==> config.mk <==
export PLATFORM = sky130hd
export DESIGN_NAME = fseq_top
export DESIGN_NICKNAME = d
export VERILOG_FILES = /design/src/rtl/fseq_pkg.sv /design/src/rtl/fseq_dp.sv /design/src/rtl/fseq_ctrl.sv /design/src/rtl/fseq_top.sv
export SDC_FILE = /design/constraint.sdc
export NUM_CORES = 1
export LEC_CHECK = 0
export BUFFER_PORTS_ARGS = -buffer_cell sky130_fd_sc_hd__buf_2
export CAP_MARGIN = 30
export CORE_AREA = 2 2 83 117
export DETAILED_ROUTE_END_ITERATION = 10
export DIE_AREA = 0 0 85 119
export PLACE_DENSITY_LB_ADDON = 0.1
export SLEW_MARGIN = 10
export SYNTH_ARGS = -nofsm -noshare
export SYNTH_HDL_FRONTEND = slang
export SYNTH_SLANG_ARGS = --single-unit
==> constraint.sdc <==
create_clock -name clk -period 5 [get_ports clk]
set_input_delay 0.5 -clock clk [delete_from_list [all_inputs] [get_ports clk]]
set_output_delay 0.5 -clock clk [all_outputs]
set_load 0.05 [all_outputs]
==> src/rtl/fseq_pkg.sv <==
package fseq_pkg;

  typedef enum logic [2:0] {
    ST_IDLE, ST_SETUP, ST_NVS, ST_PGM, ST_WNEXT, ST_ERS, ST_HOLD, ST_RCV
  } seqState_t;

  typedef enum logic [1:0] {
    OP_WORD, OP_ROW, OP_PAGE, OP_MASS
  } opKind_t;

  typedef enum logic [2:0] {
    IV_NVS, IV_PGS, IV_PROG, IV_NVH, IV_NVH1, IV_RCV, IV_ERASE, IV_ME
  } ivSel_t;

  // Strobes from control to datapath
  typedef struct packed {
    logic   load;      // reload interval counter
    ivSel_t sel;       // which interval to load
    logic   useMs;     // count millisecond ticks
    logic   tmoClr;    // hold row timeout counter at zero
    logic   latchCmd;  // capture command address/data
    logic   latchNext; // advance word index, capture next data
  } dpCtl_t;

endpackage

==> src/rtl/fseq_dp.sv <==
module fseq_dp
  import fseq_pkg::*;
#(
  parameter int CNT_W     = 8,
  parameter int ADDR_W    = 11,
  parameter int DATA_W    = 32,
  parameter int TMO_TICKS = 32
) (
  input  logic                clk,
  input  logic                rstN,
  input  dpCtl_t              ctl,
  input  logic                usTick,
  input  logic                msTick,
  input  logic [CNT_W-1:0]    tNvs,
  input  logic [CNT_W-1:0]    tPgs,
  input  logic [CNT_W-1:0]    tProg,
  input  logic [CNT_W-1:0]    tNvh,
  input  logic [CNT_W-1:0]    tNvh1,
  input  logic [CNT_W-1:0]    tRcv,
  input  logic [CNT_W-1:0]    tErase,
  input  logic [CNT_W-1:0]    tMe,
  input  logic [31:0]         cmdAddr,
  input  logic [DATA_W-1:0]   cmdData,
  input  logic [DATA_W-1:0]   nextData,
  output logic                addrOk,
  output logic                cntZero,
  output logic                tmoHit,
  output logic [1:0]          flBank,
  output logic [ADDR_W-3:0]   flAddr,
  output logic [DATA_W-1:0]   flData
);

  localparam int TMO_W = $clog2(TMO_TICKS + 1);
  localparam logic [TMO_W-1:0] TMO_LIM = TMO_W'(TMO_TICKS);

  logic [CNT_W-1:0] cnt;
  logic [CNT_W-1:0] ivVal;
  logic [TMO_W-1:0] tmo;
  logic             tick;

  always_comb begin
    unique case (ctl.sel)
      IV_NVS:   ivVal = tNvs;
      IV_PGS:   ivVal = tPgs;
      IV_PROG:  ivVal = tProg;
      IV_NVH:   ivVal = tNvh;
      IV_NVH1:  ivVal = tNvh1;
      IV_RCV:   ivVal = tRcv;
      IV_ERASE: ivVal = tErase;
      IV_ME:    ivVal = tMe;
      default:  ivVal = '0;
    endcase
  end

  assign tick    = ctl.useMs ? msTick : usTick;
  assign cntZero = (cnt == '0);
  assign tmoHit  = (tmo == TMO_LIM);
  assign addrOk  = (cmdAddr[1:0] == 2'b00) &&
                   (cmdAddr[31:30] == 2'b01 || cmdAddr[31:30] == 2'b10) &&
                   (cmdAddr[29:ADDR_W] == '0);

  always_ff @(posedge clk or negedge rstN) begin
    if (!rstN) begin
      cnt <= '0;
    end else if (ctl.load) begin
      cnt <= ivVal;
    end else if (!cntZero && tick) begin
      cnt <= cnt - 1'b1;
    end
  end

  always_ff @(posedge clk or negedge rstN) begin
    if (!rstN) begin
      tmo <= '0;
    end else if (ctl.tmoClr) begin
      tmo <= '0;
    end else if (usTick && !tmoHit) begin
      tmo <= tmo + 1'b1;
    end
  end

  always_ff @(posedge clk or negedge rstN) begin
    if (!rstN) begin
      flBank <= '0;
      flAddr <= '0;
      flData <= '0;
    end else if (ctl.latchCmd) begin
      flBank <= cmdAddr[31:30];
      flAddr <= cmdAddr[ADDR_W-1:2];
      flData <= cmdData;
    end else if (ctl.latchNext) begin
      flAddr <= flAddr + 1'b1;
      flData <= nextData;
    end
  end

  AST_TMO_NEVER_PAST_LIMIT: assert property (@(posedge clk) disable iff (!rstN)
    tmoHit |=> (tmoHit || tmo == '0)) else $error("row timeout counter overran");

endmodule

==> src/rtl/fseq_ctrl.sv <==
module fseq_ctrl
  import fseq_pkg::*;
(
  input  logic       clk,
  input  logic       rstN,
  input  logic       cmdValid,
  input  logic [4:0] cmdOp,
  input  logic       addrOk,
  input  logic       nextValid,
  input  logic       safeReqN,
  input  logic       shutReqN,
  input  logic       cntZero,
  input  logic       tmoHit,
  output dpCtl_t     ctl,
  output logic       flProg,
  output logic       flErase,
  output logic       flNvstr,
  output logic       flYe,
  output logic       busy,
  output logic       lock,
  output logic       doneEvt,
  output logic       nextEvt,
  output logic       timeoutEvt,
  output logic       cmdErr
);

  seqState_t state, stateD;
  opKind_t   opQ, opD, pickOp;
  logic      lockQ;
  logic      doneD, nextD, tmoD, errD;
  logic      stopReq, pickValid, isProg;

  assign isProg = (opQ == OP_WORD) || (opQ == OP_ROW);
  assign pickValid = |cmdOp[3:0];
  assign stopReq = cmdValid && cmdOp[4] && !lockQ &&
                   (state inside {ST_SETUP, ST_NVS, ST_PGM, ST_WNEXT, ST_ERS});

  always_comb begin
    if (cmdOp[0])      pickOp = OP_WORD;
    else if (cmdOp[1]) pickOp = OP_ROW;
    else if (cmdOp[2]) pickOp = OP_PAGE;
    else               pickOp = OP_MASS;
  end

  always_comb begin
    stateD        = state;
    opD           = opQ;
    ctl.load      = 1'b0;
    ctl.sel       = IV_NVS;
    ctl.useMs     = (state == ST_ERS);
    ctl.tmoClr    = (state != ST_WNEXT);
    ctl.latchCmd  = 1'b0;
    ctl.latchNext = 1'b0;
    doneD         = 1'b0;
    nextD         = 1'b0;
    tmoD          = 1'b0;
    errD          = cmdValid && (|cmdOp) && lockQ;
    if (state == ST_IDLE) begin
      if (cmdValid && !lockQ && pickValid) begin
        if (pickOp != OP_MASS && !addrOk) begin
          errD = 1'b1;
        end else begin
          stateD       = ST_SETUP;
          opD          = pickOp;
          ctl.load     = 1'b1;
          ctl.sel      = IV_NVS;
          ctl.latchCmd = 1'b1;
        end
      end
    end else if (stopReq) begin
      ctl.load = 1'b1;
      if (state == ST_SETUP) begin
        stateD  = ST_RCV;
        ctl.sel = IV_RCV;
      end else begin
        stateD  = ST_HOLD;
        ctl.sel = (opQ == OP_MASS) ? IV_NVH1 : IV_NVH;
      end
    end else begin
      unique case (state)
        ST_SETUP: if (cntZero) begin
          ctl.load = 1'b1;
          if (isProg) begin
            stateD  = ST_NVS;
            ctl.sel = IV_PGS;
          end else begin
            stateD  = ST_ERS;
            ctl.sel = (opQ == OP_PAGE) ? IV_ERASE : IV_ME;
          end
        end
        ST_NVS: if (cntZero) begin
          stateD   = ST_PGM;
          ctl.load = 1'b1;
          ctl.sel  = IV_PROG;
        end
        ST_PGM: if (cntZero) begin
          if (opQ == OP_ROW) begin
            stateD = ST_WNEXT;
            nextD  = 1'b1;
          end else begin
            stateD   = ST_HOLD;
            ctl.load = 1'b1;
            ctl.sel  = IV_NVH;
          end
        end
        ST_WNEXT: if (nextValid) begin
          stateD        = ST_PGM;
          ctl.load      = 1'b1;
          ctl.sel       = IV_PROG;
          ctl.latchNext = 1'b1;
        end else if (tmoHit) begin
          stateD   = ST_HOLD;
          ctl.load = 1'b1;
          ctl.sel  = IV_NVH;
          tmoD     = 1'b1;
        end
        ST_ERS: if (cntZero) begin
          stateD   = ST_HOLD;
          ctl.load = 1'b1;
          ctl.sel  = (opQ == OP_MASS) ? IV_NVH1 : IV_NVH;
        end
        ST_HOLD: if (cntZero) begin
          stateD   = ST_RCV;
          ctl.load = 1'b1;
          ctl.sel  = IV_RCV;
        end
        ST_RCV: if (cntZero) begin
          stateD = ST_IDLE;
          doneD  = 1'b1;
        end
        default: stateD = ST_IDLE;
      endcase
    end
  end

  always_ff @(posedge clk or negedge rstN) begin
    if (!rstN) begin
      state      <= ST_IDLE;
      opQ        <= OP_WORD;
      lockQ      <= 1'b1;
      doneEvt    <= 1'b0;
      nextEvt    <= 1'b0;
      timeoutEvt <= 1'b0;
      cmdErr     <= 1'b0;
    end else begin
      state      <= stateD;
      opQ        <= opD;
      lockQ      <= !safeReqN || !shutReqN;
      doneEvt    <= doneD;
      nextEvt    <= nextD;
      timeoutEvt <= tmoD;
      cmdErr     <= errD;
    end
  end

  assign busy    = (state != ST_IDLE);
  assign lock    = lockQ;
  assign flProg  = isProg && (state inside {ST_SETUP, ST_NVS, ST_PGM, ST_WNEXT});
  assign flErase = !isProg && (state inside {ST_SETUP, ST_ERS});
  assign flNvstr = state inside {ST_NVS, ST_PGM, ST_WNEXT, ST_ERS, ST_HOLD};
  assign flYe    = (state == ST_PGM);

  AST_STROBES_NEED_BUSY: assert property (@(posedge clk) disable iff (!rstN)
    (flProg || flErase || flNvstr || flYe) |-> busy) else $error("strobe while idle");
  AST_NVSTR_AFTER_HV: assert property (@(posedge clk) disable iff (!rstN)
    $rose(flNvstr) |-> $past(flProg || flErase)) else $error("store rose first");
  AST_HV_DROPS_FIRST: assert property (@(posedge clk) disable iff (!rstN)
    $fell(flNvstr) |-> ($past(!flProg && !flErase) && !flProg && !flErase)) else $error("store fell early");
  AST_YE_FRAMED: assert property (@(posedge clk) disable iff (!rstN)
    flYe |-> (flProg && flNvstr)) else $error("column strobe unframed");
  AST_NO_DUAL_HV: assert property (@(posedge clk) disable iff (!rstN)
    !(flProg && flErase)) else $error("program and erase together");
  AST_DONE_AT_IDLE: assert property (@(posedge clk) disable iff (!rstN)
    doneEvt |-> (!busy && $past(busy))) else $error("done without operation");
  AST_LOCK_NO_START: assert property (@(posedge clk) disable iff (!rstN)
    (lock && !busy) |=> !busy) else $error("start while locked");

endmodule

==> src/rtl/fseq_top.sv <==
module fseq_top
  import fseq_pkg::*;
#(
  parameter int CNT_W     = 8,
  parameter int ADDR_W    = 11,
  parameter int DATA_W    = 32,
  parameter int TMO_TICKS = 32
) (
  input  logic              clk,
  input  logic              rstN,
  input  logic              usTick,
  input  logic              msTick,
  input  logic              cmdValid,
  input  logic [4:0]        cmdOp,
  input  logic [31:0]       cmdAddr,
  input  logic [DATA_W-1:0] cmdData,
  input  logic              nextValid,
  input  logic [DATA_W-1:0] nextData,
  input  logic              safeReqN,
  input  logic              shutReqN,
  input  logic [CNT_W-1:0]  tNvs,
  input  logic [CNT_W-1:0]  tPgs,
  input  logic [CNT_W-1:0]  tProg,
  input  logic [CNT_W-1:0]  tNvh,
  input  logic [CNT_W-1:0]  tNvh1,
  input  logic [CNT_W-1:0]  tRcv,
  input  logic [CNT_W-1:0]  tErase,
  input  logic [CNT_W-1:0]  tMe,
  output logic              flProg,
  output logic              flErase,
  output logic              flNvstr,
  output logic              flYe,
  output logic [1:0]        flBank,
  output logic [ADDR_W-3:0] flAddr,
  output logic [DATA_W-1:0] flData,
  output logic              busy,
  output logic              lock,
  output logic              doneEvt,
  output logic              nextEvt,
  output logic              timeoutEvt,
  output logic              cmdErr
);

  dpCtl_t ctl;
  logic   addrOk, cntZero, tmoHit;

  fseq_ctrl i_ctrl (
    .clk(clk), .rstN(rstN), .cmdValid(cmdValid), .cmdOp(cmdOp), .addrOk(addrOk),
    .nextValid(nextValid), .safeReqN(safeReqN), .shutReqN(shutReqN),
    .cntZero(cntZero), .tmoHit(tmoHit), .ctl(ctl),
    .flProg(flProg), .flErase(flErase), .flNvstr(flNvstr), .flYe(flYe),
    .busy(busy), .lock(lock), .doneEvt(doneEvt), .nextEvt(nextEvt),
    .timeoutEvt(timeoutEvt), .cmdErr(cmdErr)
  );

  fseq_dp #(.CNT_W(CNT_W), .ADDR_W(ADDR_W), .DATA_W(DATA_W), .TMO_TICKS(TMO_TICKS)) i_dp (
    .clk(clk), .rstN(rstN), .ctl(ctl), .usTick(usTick), .msTick(msTick),
    .tNvs(tNvs), .tPgs(tPgs), .tProg(tProg), .tNvh(tNvh), .tNvh1(tNvh1),
    .tRcv(tRcv), .tErase(tErase), .tMe(tMe),
    .cmdAddr(cmdAddr), .cmdData(cmdData), .nextData(nextData),
    .addrOk(addrOk), .cntZero(cntZero), .tmoHit(tmoHit),
    .flBank(flBank), .flAddr(flAddr), .flData(flData)
  );

endmodule

# ---- Word level (Yosys, flattened, before mapping)
# Index checks and enable logic that the tools add are counted.
dict set report word_totals {
  regBits 67
  latch_bits 0
  mem_bits_rw 0
  rom_bits 0
  in_bits 173
  memories 0
}
dict set report classes {
  n_addsub 3
  multipliers 0
  div 0
  n_lt_le_gt_ge 0
  n_eq_ne 31
  shift 0
  n_mux 70
  n_bitwise 1
  reduce_logical 42
}
# cell count
set op_table {}
lappend op_table {{32-bit two-way mux} 2}
lappend op_table {{8-bit one-hot mux with 8 select lines} 1}
lappend op_table {{3-bit two-way mux} 16}
lappend op_table {{4-bit two-way mux} 12}
lappend op_table {{1-bit two-way mux} 28}
lappend op_table {{3-bit equality test (second input constant)} 8}
lappend op_table {{4-bit one-hot mux with 6 select lines} 1}
lappend op_table {{3-bit one-hot mux with 7 select lines} 1}
lappend op_table {{4-bit by 1-bit inequality test with 1-bit output (second input constant)} 5}
lappend op_table {{19-bit logical NOT} 1}
lappend op_table {{9-bit two-way mux} 2}
lappend op_table {{8-bit two-way mux} 2}
lappend op_table {{1-bit logical AND} 14}
lappend op_table {{3-bit by 2-bit equality test with 1-bit output (second input constant)} 4}
lappend op_table {{6-bit two-way mux} 2}
lappend op_table {{5-bit nonzero test} 2}
lappend op_table {{9-bit by 1-bit adder with 9-bit output (second input constant)} 1}
lappend op_table {{9-bit AND reduction} 1}
lappend op_table {{8-bit logical NOT} 1}
lappend op_table {{2-bit nonzero test} 4}
lappend op_table {{8-bit by 1-bit subtractor with 8-bit output (second input constant)} 1}
lappend op_table {{1-bit logical NOT} 7}
lappend op_table {{6-bit by 1-bit adder with 6-bit output (second input constant)} 1}
lappend op_table {{2-bit equality test (second input constant)} 3}
lappend op_table {{17 further kinds} 27}

# ---- Longest topological paths before layout
# Gate-level depths: netlist of run 1.
dict set report depth {
  word_depth 12
  mapped_depth 12
}

# ---- Hierarchy
# A second synthesis of run 1 with hierarchy kept.
dict set report hier_totals {
  cells_unflattened 471
  area_unflattened_um2 4381.7
}
# module n_inst cells_each area_each_um2
set by_module_without_submodules {}
lappend by_module_without_submodules {fseq_dp 1 343 3355.7}
lappend by_module_without_submodules {fseq_ctrl 1 128 1026.0}

# ---- Worst setup path before layout of run 1
# Ideal clock, no wire load.
dict set report synth_timing {
  path_type {reg2reg}
  from {reg i_dp.cnt[5]}
  to {reg i_dp.cnt[5]}
  setup_time_ps 124
  t_arrival_ps 2638
  slack_ps 2238
  stages_incl_launch_ff 8
  n_path_buf 0
  period_less_slack_ps 2762
  cell_sequence {dfrtp_1 -> or4_4 -> or4b_4 -> o31a_1 -> o21ai_4 -> nor4_1 -> and2_1 -> o31a_1}
}
dict set report synth_via {
  elab_chain_cells 8
  elab_cells_between_ends 24
  cone_classes {1 x add/sub; 7 x eq/ne; 11 x mux; 5 x reduce/logical}
}
# element line
set synth_lines {}
lappend synth_lines {{from (decl)} fseq_dp.sv:36} ;# logic [CNT_W-1:0] cnt;
lappend synth_lines {{from (signal assigned)} fseq_dp.sv:66} ;# cnt <= ivVal;
lappend synth_lines {{from (signal assigned)} fseq_dp.sv:68} ;# cnt <= cnt - 1'b1;
lappend synth_lines {{8-bit logical NOT} fseq_dp.sv:56} ;# assign cntZero = (cnt == '0);
lappend synth_lines {{4-bit two-way mux (on tied branches)} n/a}
lappend synth_lines {{4-bit one-hot mux with 6 select lines} fseq_ctrl.sv:80} ;# unique case (state)
lappend synth_lines {{4-bit two-way mux} fseq_ctrl.sv:70} ;# end else if (stopReq) begin
lappend synth_lines {{4-bit two-way mux} fseq_ctrl.sv:58} ;# if (state == ST_IDLE) begin
lappend synth_lines {{3-bit equality test, or another cell as far along} fseq_dp.sv:42} ;# unique case (ctl.sel)
lappend synth_lines {{8-bit one-hot mux with 8 select lines} fseq_dp.sv:42}
lappend synth_lines {{8-bit two-way mux} fseq_dp.sv:65} ;# end else if (ctl.load) begin
# Parallel ways exist; a longest one is shown, timed or not. The select of a mux whose other input is x is not followed.
# A chain may end at the register's enable or synchronous reset.

# ---- Final worst setup path of run 1
dict set report layout_timing {
  from {reg i_ctrl.state[1]}
  to {reg i_dp.cnt[5]}
}
dict set report layout_via {
  elab_chain_cells 8
  elab_cells_between_ends 26
  cone_classes {13 x eq/ne; 7 x mux; 6 x reduce/logical}
}
# element line
set layout_lines {}
lappend layout_lines {{from (decl)} fseq_ctrl.sv:27} ;# seqState_t state, stateD;
lappend layout_lines {{from (signal assigned)} fseq_ctrl.sv:146} ;# state <= stateD;
lappend layout_lines {{3-bit by 1-bit equality test with 1-bit output, or another cell as far along} {fseq_ctrl.sv:36, fseq_ctrl.sv:72, fseq_ctrl.sv:80}}
lappend layout_lines {{5-bit nonzero test} fseq_ctrl.sv:36} ;# (state inside {ST_SETUP, ST_NVS, ST_PGM, ST_WNEXT, ST_ERS});
lappend layout_lines {{1-bit logical AND} fseq_ctrl.sv:35} ;# assign stopReq = cmdValid && cmdOp[4] && !lockQ &&
lappend layout_lines {{4-bit two-way mux} fseq_ctrl.sv:70}
lappend layout_lines {{4-bit two-way mux} fseq_ctrl.sv:58}
lappend layout_lines {{3-bit equality test, or another cell as far along} fseq_dp.sv:42}
lappend layout_lines {{8-bit one-hot mux with 8 select lines} fseq_dp.sv:42}
lappend layout_lines {{8-bit two-way mux} fseq_dp.sv:65}
# Parallel ways exist; a longest one is shown, timed or not.

==> results of run 1 <==
cell usage after synthesis (3+ instances only):
library cell and number:
nand2_1 103, dfrtp_1 66, nor2_1 37, a22oi_1 34
nand3_1 21, a21oi_1 20, clkbuf_1 17, o21ai_0 16
nor3_1 14, xor2_1 13, inv_1 11, mux2_2 10
and2_1 7, mux2i_1 7, nor4_1 6, a211oi_1 5
a221o_1 5, a221oi_1 5, ha_1 5, xnor2_1 5
a31oi_1 4, and3_1 4, buf_4 4, buf_6 4
o31ai_1 4, a21o_1 3, a311oi_1 3, a32oi_1 3
buf_1 3, nand2b_1 3, nand4_1 3, nor2_4 3
nor2b_1 3, o21a_1 3, o22a_1 3, o31a_1 3
or2_2 3
cells in the final DEF (no fill, tap or decap), types with 6 or more instances in the layout:
cell,instances
a21oi_1,19
a22oi_1,34
and2_1,7
buf_2,225
clkbuf_16,9
dfrtp_1,66
inv_1,11
mux2_2,10
mux2i_1,7
nand2_1,103
nand3_1,21
nor2_1,36
nor3_1,14
nor4_1,6
o21ai_0,16
xor2_1,13
registers in the layout, indices dropped and copies added (netlist names):
signal,flops
i_dp.flAddr,9
i_dp.flData,32
i_ctrl.doneEvt,1
i_ctrl.opQ,2
i_dp.flBank,2
i_ctrl.state,3
i_ctrl.timeoutEvt,1
i_dp.tmo,6
i_ctrl.nextEvt,1
i_dp.cnt,8
i_ctrl.cmdErr,1
i_ctrl.lock,1
cell type report:
cell class                 count  area (um^2)  share of cell area
inverter                      12         45.0             0.00768
sequential                    67         1680               0.286
clock inverter                 6         40.0             0.00683
timing repair buffer         230         1180               0.202
clock buffer                  10          239              0.0408
tap                          110          138              0.0235
multi-input combinational    402         2540               0.433
cell families (layout without fill, tap and decap cells):
logic type               count (synthesis)  count (layout)  synth area share
AO/OA/AOI/OAI                          135             135             0.227
XOR/XNOR                                18              18            0.0358
adder cells (fa/ha/maj)                  5               5            0.0142
flip-flops                              67              67             0.381
multiplexers                            18              18            0.0440
AND/OR/NAND/NOR                        226             226             0.252
buffers and inverters                   41             258            0.0455
layer usage:
| metal | GRT usage | vias up | part of all wire |
|---|---|---|---|
| li1 | - | 2296 | - |
| met1 | 0.351 | 2273 | 0.38 |
| met2 | 0.529 | 251 | 0.53 |
| met3 | 0.0631 | 23 | 0.076 |
| met4 | 0.0863 | 0 | 0.021 |
| met5 | 0 | - | 0 |
report_power, final:
part	total (mW)	switching [mW]	internal, mW
sequential	0.894	0.187	0.707
combinational	1.37	0.952	0.417
clock	0.594	0.245	0.349
total	2.86	1.38	1.47
per-stage QoR:
step	utilization	cell area [um^2]	hold WS (ns)	power (mW)
final	0.637	5860	0.0489	2.86
after global routing	0.637	5860	0.0466	3.02
after CTS	0.634	5830	0.293	2.86
after detailed placement	0.604	5560	0.457	2.25
after global placement	0.604	5560	0.454	2.24
after floorplan	-	4400	0.204	1.88
worst paths after layout:
path	slack (ns)	cells after the start	end
hold / removal	0.05	2	i_dp.flAddr[3]
hold reg to reg	0.47	2	i_dp.flData[11]
setup / recovery	1.69	9	i_dp.cnt[5]
min in group clk	0.30	2	i_ctrl.lock
max in group asynchronous	4.40	3	i_ctrl.lock
setup reg to reg	1.69	9	i_dp.cnt[5]
==> flow_metrics.py, run 1 <==
metrics = {
    "setup_path": {
        "cpMaxStageDelayCell": "dfrtp_1",
        "cp-start-kind": "flip-flop",
        "cpMostUsedCell": "nand3_1",
        "worst-path-buf-inv": 1,
        "endpoint_kind": "flip-flop",
        "worstPathRequired_ns": 5.22,
        "startpoint": "i_ctrl.state[1]",
        "crit_fanout": 23,
        "arrival_ns": 3.52,
        "crit_chain": "or2_1 -> nor2_4 -> inv_2 -> nand3_1 -> nand3_1 -> nand2_1 -> a221oi_1 -> o32ai_1 -> o31a_1",
        "r2r_start": "i_ctrl.state[1]",
        "cp_slowest_stage_delay_ns": 0.76,
        "cpLargestDelayFamily": "simple AND/OR/NAND/NOR gates",
        "criticalPathCategory": "flip-flop to flip-flop",
    },
    "logic_synthesis": {
        "synth_top_area_frac": 0.375,
        "synthesis.instances": 510,
        "synth-edff-count": 0,
        "synth_ff_type": "dfrtp_1",
        "ys_seq_area_frac": 0.381,
        "yosysWarnings": 0,
        "synthTopCellsByArea": "dfrtp_1, nand2_1, a22oi_1",
        "avgSynthCellArea_um2": 8.63,
        "synth_area_um2": 4400,
        "synthesis.nets": 688,
        "async_flop_share": 1.00,
        "synth_top_area_cell": "dfrtp_1",
        "ys_types": 74,
        "synth-seq-cells": 67,
    },
    "cts": {
        "cts_buffer_depth": 2,
        "cts_root_buf": "clkbuf_16",
        "clock_latency_ns": 0.33,
        "path_clk_slew_ns": 0.06,
        "cts_resized": 0,
        "numCtsBuffers": 9,
        "cts_tree": "yes",
        "cts_hold_buffers": 0,
        "h-tree-depth": 3,
        "cts.sinks": 67,
        "cts_setup_buffers": 0,
    },
    "min_path": {
        "hp-class": "input pin to async pin",
    },
    "global_routing": {
        "grt_antenna_before_repair": 0,
        "grt_pass1_vias": 4752,
        "grt_remaining_overflow": 0,
        "grt_pass1_wl_um": 23700,
        "grtUsageTotal": 0.296,
        "grt_max_degree": 68,
    },
    "power_and_ir_drop": {
        "p_leak_nw": 2.98,
        "p_per_area_nw_per_um2": 487,
        "peakVddDrop_mv": 0.297,
    },
    "placed_design": {
        "post-place-ws_ns": 1.78,
        "dpl.cell_count": 820,
        "dp_hpwl_um": 11500,
        "port_buffers": 225,
        "gp_congestion": 0.920,
    },
    "route": {
        "drc": 0,
        "ant_nets": 0,
        "routed_wl_um": 15000,
        "initialDrtViolationCount": 268,
        "wl_per_cell_um": 17.9,
        "vias_per_cell": 5.79,
        "via_count": 4843,
        "drt_first_pass_iters": 8,
    },
    "sta": {
        "fin_ws_ns": 1.69,
        "min_period_ns": 3.31,
        "relSlewSlack": 0.442,
        "tns_ns": 0,
        "setup_viol": 0,
        "post-route-period-util": 0.661,
        "fmax_mhz": 302,
        "rsz0062_at_grt": "false",
        "slew_viol_final": 0,
        "clock_skew_ns": 0.0107,
        "tightest_slew_ns": 0.837,
        "hold_violations": 0,
    },
    "finish": {
        "insertedDiodeCount": 0,
        "fin_cells": 837,
        "fillers": 818,
        "syn_to_final_growth_pct": 33.1,
        "num-nets-final": 900,
        "drive_above_1_share": 0.385,
    },
    "floorplan": {
        "core_area_um2": 9200,
        "row_count": 42,
        "start_util": 0.479,
        "ioPinCount": 226,
        "die-area_um2": 10100,
        "die_h_um": 119,
        "die_w_um": 85,
    },
    "outcome": {
        "outcome": "finished, final reports clean",
    },
    "job": {
        "cap_violations": 0,
    },
}
Power figures use the tool's default switching activity.
==> run 2, diff against run 1 <==
CORE_AREA = 2 2 86 121   (was 2 2 83 117)
DIE_AREA = 0 0 88 123   (was 0 0 85 119)
clock period = 3.3 ns   (was 5 ns; I/O delays follow)
==> run 2 against run 1 <==
Cell count grew 4.9%. Worst hold slack lost 0.017 ns. Combinational power grew 58%. Sequential share of layout area shrank 0.69 points. Largest power group unchanged. Wire length shrank 0.35%.
==> flow_metrics.py, run 2 (synthesis results as in run 1) <==
metrics = {
    "outcome": {
        "outcome": "finished, final reports clean",
    },
    "cts": {
        "cts.sinks": 67,
        "clock_latency_ns": 0.34,
        "cts_resized": 0,
        "cts_tree": "yes",
        "cts_setup_buffers": 0,
        "cts_buffer_depth": 2,
        "path_clk_slew_ns": 0.06,
        "cts_root_buf": "clkbuf_16",
        "cts_hold_buffers": 0,
        "numCtsBuffers": 9,
        "h-tree-depth": 3,
    },
    "finish": {
        "fin_util": 0.617,
        "insertedDiodeCount": 0,
        "fillers": 850,
        "drive_above_1_share": 0.398,
        "num-nets-final": 916,
        "top_register": "i_dp.flData",
        "largest_reg_flops": 32,
        "final_cell_mix": "buf_2, nand2_1, dfrtp_1",
        "syn_to_final_growth_pct": 36.4,
        "layout_commonest_cell": "buf_2",
        "largestRegisters": "i_dp.flData (32), i_dp.flAddr (9), i_dp.cnt (8)",
    },
    "sta": {
        "hold_violations": 0,
        "min_period_ns": 3.11,
        "clock_skew_ns": 0.00514,
        "slew_viol_final": 0,
        "fin_ws_ns": 0.191,
        "rsz0062_at_grt": "false",
        "post-route-period-util": 0.942,
        "setup_viol": 0,
        "relSlewSlack": 0.506,
        "fmax_mhz": 322,
        "tightest_slew_ns": 0.742,
        "tns_ns": 0,
    },
    "route": {
        "via_count": 4855,
        "ant_nets": 0,
        "routed_wl_um": 14900,
        "wl_per_cell_um": 17.0,
        "initialDrtViolationCount": 314,
        "drc": 0,
        "vias_per_cell": 5.53,
        "drt_first_pass_iters": 6,
    },
    "setup_path": {
        "arrival_ns": 3.35,
        "cp-start-kind": "flip-flop",
        "crit_fanout": 15,
        "cpMaxStageDelayCell": "or4_4",
        "worstPathRequired_ns": 3.54,
        "crit_chain": "or4_4 -> or4b_4 -> o311ai_2 -> nand2_2 -> nor2_1 -> a311oi_1 -> a211oi_1",
        "endpoint_kind": "flip-flop",
        "cp_slowest_stage_delay_ns": 0.58,
        "criticalPathCategory": "flip-flop to flip-flop",
    },
    "min_path": {
        "hp-class": "input pin to async pin",
    },
    "global_routing": {
        "grt_antenna_before_repair": 0,
        "grt_pass1_vias": 4711,
        "grt_use_met2": 0.474,
        "busiest_layer": "met2",
        "grt_max_degree": 68,
        "grtUsageTotal": 0.274,
        "grtUsageMet3": 0.0688,
        "grt_pass1_wl_um": 22900,
        "grt_remaining_overflow": 0,
        "grt.met1_usage": 0.322,
    },
    "placed_design": {
        "port_buffers": 225,
        "dp_hpwl_um": 11300,
        "gp_congestion": 1.00,
        "post-place-ws_ns": 0.217,
    },
    "job": {
        "cap_violations": 0,
    },
    "floorplan": {
        "ioPinCount": 226,
        "die_h_um": 123,
        "core_area_um2": 9740,
        "die-area_um2": 10800,
        "die_w_um": 88,
        "start_util": 0.452,
        "row_count": 43,
    },
    "power_and_ir_drop": {
        "p_total_mw": 4.37,
        "p_per_area_nw_per_um2": 728,
        "p_leak_nw": 3.05,
        "peakVddDrop_mv": 0.458,
    },
}
-- run 2: metrics by stage --
| step | area, um^2 | hold WS, ns | instances |
|---|---|---|---|
| after global routing | 6010 | 0.0648 | 878 |
| after CTS | 5990 | 0.140 | 877 |
| after global placement | 5710 | 0.455 | 861 |
| after floorplan | 4400 | 0.0344 | 510 |
| final | 6010 | 0.0320 | 878 |
| after detailed placement | 5710 | 0.457 | 861 |
-- run 2: worst max-delay path: cells and delay by family (launching register included) --
kind             cells  cell delay [ns]
AO/OA/AOI/OAI        3             0.79
flip-flops           1             0.41
AND/OR/NAND/NOR      4             1.81
-- run 2: final timing paths --
kind	from	endpoint	slack, ns	cells past startpoint
hold reg to reg	i_dp.flData[9]	i_dp.flData[9]	0.47	2
min in group clk	safeReqN	i_ctrl.lock	0.15	2
max in group asynchronous	rstN	i_dp.cnt[1]	2.72	3
setup reg to reg	i_dp.cnt[5]	i_dp.cnt[6]	0.19	7
hold / removal	rstN	i_dp.tmo[3]	0.03	2
setup / recovery	i_dp.cnt[5]	i_dp.cnt[6]	0.19	7
-- run 2: layer usage --
layer / up-vias / wire length [um]
li1: 2314 / -
met1: 2252 / 5900
met2: 255 / 7400
met3: 34 / 1180
met4: 0 / 434
met5: - / 0
-- run 2: final cells by class --
cell class,instances,area [um^2],area share
clock buffer,10,239,0.0398
clock inverter,6,41.3,0.00687
inverter,12,45.0,0.00750
multi-input combinational,402,2540,0.423
sequential,67,1680,0.279
tap,135,169,0.0281
timing repair buffer,246,1300,0.216
-- run 2: report_power, final --
group / switching [mW] / total (mW) / leakage [nW] / internal, mW
clock network: 0.385 / 0.912 / 0.130 / 0.527
registers: 0.228 / 1.30 / 0.871 / 1.07
logic: 1.48 / 2.16 / 2.04 / 0.677
==> run 3, diff against run 2 <==
SYNTH_HIERARCHICAL = 1   (was unset)
==> run 3 against run 2 <==
Synthesized cell count decreased by 7.6%. Die area unchanged. Global-route usage decreased by 5.7 points. Combinational power increased by 19%. Register-to-register slack improved by 0.13 ns. Highest routed layer unchanged. Fmax increased by 4.3%. Worst hold slack improved by 0.085 ns. Area after synthesis decreased by 0.48%. Wire length decreased by 19%. Critical endpoint is now i_dp/cnt[0]. Cell count decreased by 5.2%. Critical path depth increased by 3. First-iteration DRC count decreased by 46%.
==> flow_metrics.py, run 3 <==
metrics = {
    "power_and_ir_drop": {
        "p_total_mw": 4.96,
        "p_switching_mw": 2.28,
        "p_seq_frac": 0.275,
        "peakVddDrop_mv": 0.412,
        "pwr-share-comb": 0.516,
        "switching_share": 0.459,
        "p_int_mw": 2.68,
        "clkPwrFrac": 0.209,
        "p_leak_nw": 2.74,
        "p_per_area_nw_per_um2": 826,
    },
    "sta": {
        "fin_ws_ns": 0.320,
        "rsz0062_at_grt": "false",
        "relSlewSlack": 0.437,
        "fmax_mhz": 336,
        "tns_ns": 0,
        "clock_skew_ns": 0.0105,
        "setup_viol": 0,
        "tightest_slew_ns": 0.821,
        "hold_violations": 0,
        "slew_viol_final": 0,
        "post-route-period-util": 0.903,
        "min_period_ns": 2.98,
    },
    "placed_design": {
        "placed_area_um2": 5660,
        "post-place-ws_ns": 0.143,
        "dp_hpwl_um": 9430,
        "gp_congestion": 0.835,
        "port_buffers": 225,
    },
    "route": {
        "wl_per_cell_um": 14.5,
        "drc": 0,
        "ant_nets": 0,
        "drt_first_pass_iters": 5,
        "vias_per_cell": 5.34,
        "initialDrtViolationCount": 168,
        "routed_wl_um": 12100,
        "via_count": 4445,
    },
    "finish": {
        "drive_above_1_share": 0.420,
        "layout_commonest_cell": "buf_2",
        "largestRegisters": "i_dp/flData (32), i_dp/flAddr (9), i_dp/cnt (8)",
        "top_register": "i_dp/flData",
        "final_cell_mix": "buf_2, dfrtp_1, nand2_1",
        "design_area_um2": 6010,
        "largest_reg_flops": 32,
        "syn_to_final_growth_pct": 37.1,
        "num-nets-final": 869,
        "insertedDiodeCount": 0,
    },
    "logic_synthesis": {
        "synth-edff-count": 0,
        "synth_top_area_frac": 0.377,
        "async_flop_share": 1.00,
        "synth-seq-cells": 67,
        "synthesis.instances": 471,
        "synthesis.nets": 648,
        "ys_seq_area_frac": 0.383,
        "avgSynthCellArea_um2": 9.30,
        "yosysWarnings": 6,
        "synth_ff_type": "dfrtp_1",
        "ys_types": 67,
        "yosysMostFrequentCell": "dfrtp_1",
        "ys_top_cells_by_count": "dfrtp_1, nand2_1, o21ai_0, mux2i_1, nor2_1",
        "synthTopCellsByArea": "dfrtp_1, mux2i_1, o21ai_0",
        "synth_top_area_cell": "dfrtp_1",
        "synth_area_um2": 4380,
    },
    "job": {
        "cap_violations": 0,
    },
    "cts": {
        "cts_setup_buffers": 0,
        "cts.sinks": 67,
        "numCtsBuffers": 9,
        "h-tree-depth": 3,
        "cts_root_buf": "clkbuf_16",
        "clock_latency_ns": 0.33,
        "path_clk_slew_ns": 0.05,
        "cts_tree": "yes",
        "cts_buffer_depth": 2,
    },
    "floorplan": {
        "core_area_um2": 9740,
        "row_count": 43,
        "die-area_um2": 10800,
        "die_w_um": 88,
        "ioPinCount": 226,
        "start_util": 0.450,
        "die_h_um": 123,
    },
    "setup_path": {
        "worstPathRequired_ns": 3.51,
        "rrSetupSlack_ns": 0.32,
        "cp_slowest_stage_delay_ns": 0.41,
        "crit_chain": "nor3_1 -> and3_2 -> a32o_1 -> a21oi_1 -> o21ai_2 -> buf_4 -> nand2_1 -> a221oi_1 -> o221ai_1 -> o221a_2",
        "worst-path-buf-inv": 1,
        "cpMaxStageDelayCell": "dfrtp_1",
        "cpLargestDelayFamily": "compound AO/OA/AOI/OAI gates",
        "endpoint_kind": "flip-flop",
        "crit_fanout": 12,
        "arrival_ns": 3.19,
        "criticalPathCategory": "flip-flop to flip-flop",
        "cp-start-kind": "flip-flop",
    },
    "global_routing": {
        "grt_pass1_wl_um": 18600,
        "grt_antenna_before_repair": 0,
        "grt_remaining_overflow": 0,
        "grt_max_degree": 71,
        "grtUsageTotal": 0.217,
        "grt_pass1_vias": 4201,
    },
    "outcome": {
        "outcome": "finished, final reports clean",
    },
    "min_path": {
        "hp-class": "input pin to flip-flop",
    },
}
run 3: cell count changes after synthesis, sizes merged, moves of 5 or more:
cell    before  now
nor2        40   23
mux2i        7   46
nand3       21    6
xor2        13    8
a21oi       20   10
and2         7    0
clkbuf      17   12
a221oi       5   10
nand2      104   63
o21ai       19   56
a22oi       34    1
buf         12   19
a221o        5    0
run 3: timing repair:
| item | CTS | global route |
|---|---|---|
| endpoints found under the setup margin | 0 | 5 |
| gates resized for setup | 0 | 3 |
| hold buffers | 1 | 0 |
| hold endpoints to repair | 19 | 0 |
run 3: cell families (layout without fill, tap and decap cells):
logic type	after synthesis	in the layout	synth area share
AND/OR/NAND/NOR	155	155	0.182
buffers and inverters	45	271	0.0480
flip-flops	67	67	0.383
adder cells (fa/ha/maj)	4	4	0.0114
XOR/XNOR	17	17	0.0340
multiplexers	60	60	0.151
AO/OA/AOI/OAI	123	123	0.190
run 3: cell type report:
class | instances | area, um^2
inverter | 14 | 52.6
multi-input combinational | 359 | 2500
fill | 879 | 3730
timing repair buffer | 241 | 1270
clock inverter | 6 | 88.8
tap | 135 | 169
clock buffer | 10 | 239
sequential | 67 | 1680
run 3: worst reg2reg max path, cell delays in order (launching register included):
cell	delay, ns
dfrtp_1	0.41
nor3_1	0.41
and3_2	0.40
a32o_1	0.24
a21oi_1	0.06
o21ai_2	0.36
buf_4	0.27
nand2_1	0.13
a221oi_1	0.27
o221ai_1	0.16
o221a_2	0.14
run 3: final timing paths:
kind,startpoint,end,cells past startpoint
setup reg to reg,i_dp/cnt[3],i_dp/cnt[0],10
max in group asynchronous,rstN,i_dp/cnt[6],3
setup / recovery,i_dp/cnt[3],i_dp/cnt[0],10
min in group asynchronous,rstN,i_ctrl/state[2],3
hold / removal,shutReqN,i_ctrl/lock,2
hold reg to reg,i_dp/flBank[1],i_dp/flBank[1],1
run 3: stage by stage:
step,instances,hold WS (ns),utilization
floorplan,471,0.0344,-
global placement,815,0.328,0.581
detailed placement,815,0.331,0.581
CTS,832,0.101,0.616
global route,832,0.106,0.617
finish,832,0.116,0.617
run 3: power groups by stage:
stage / registers (mW) / clock network (mW) / logic [mW]
after floorplan: 2.08 / 0 / 1.20
final: 1.37 / 1.04 / 2.56
after global placement: 1.36 / 0 / 2.52
after global routing: 1.40 / 1.11 / 2.77
after CTS: 1.36 / 1.07 / 2.57
after detailed placement: 1.38 / 0 / 2.56
run 3: per-layer routing:
metal	wire, um	vias to the layer above	global-route usage
met5	0	-	0
met4	306	0	0.0942
met3	805	24	0.0394
met2	6180	191	0.385
met1	4770	2057	0.252
li1	-	2173	-
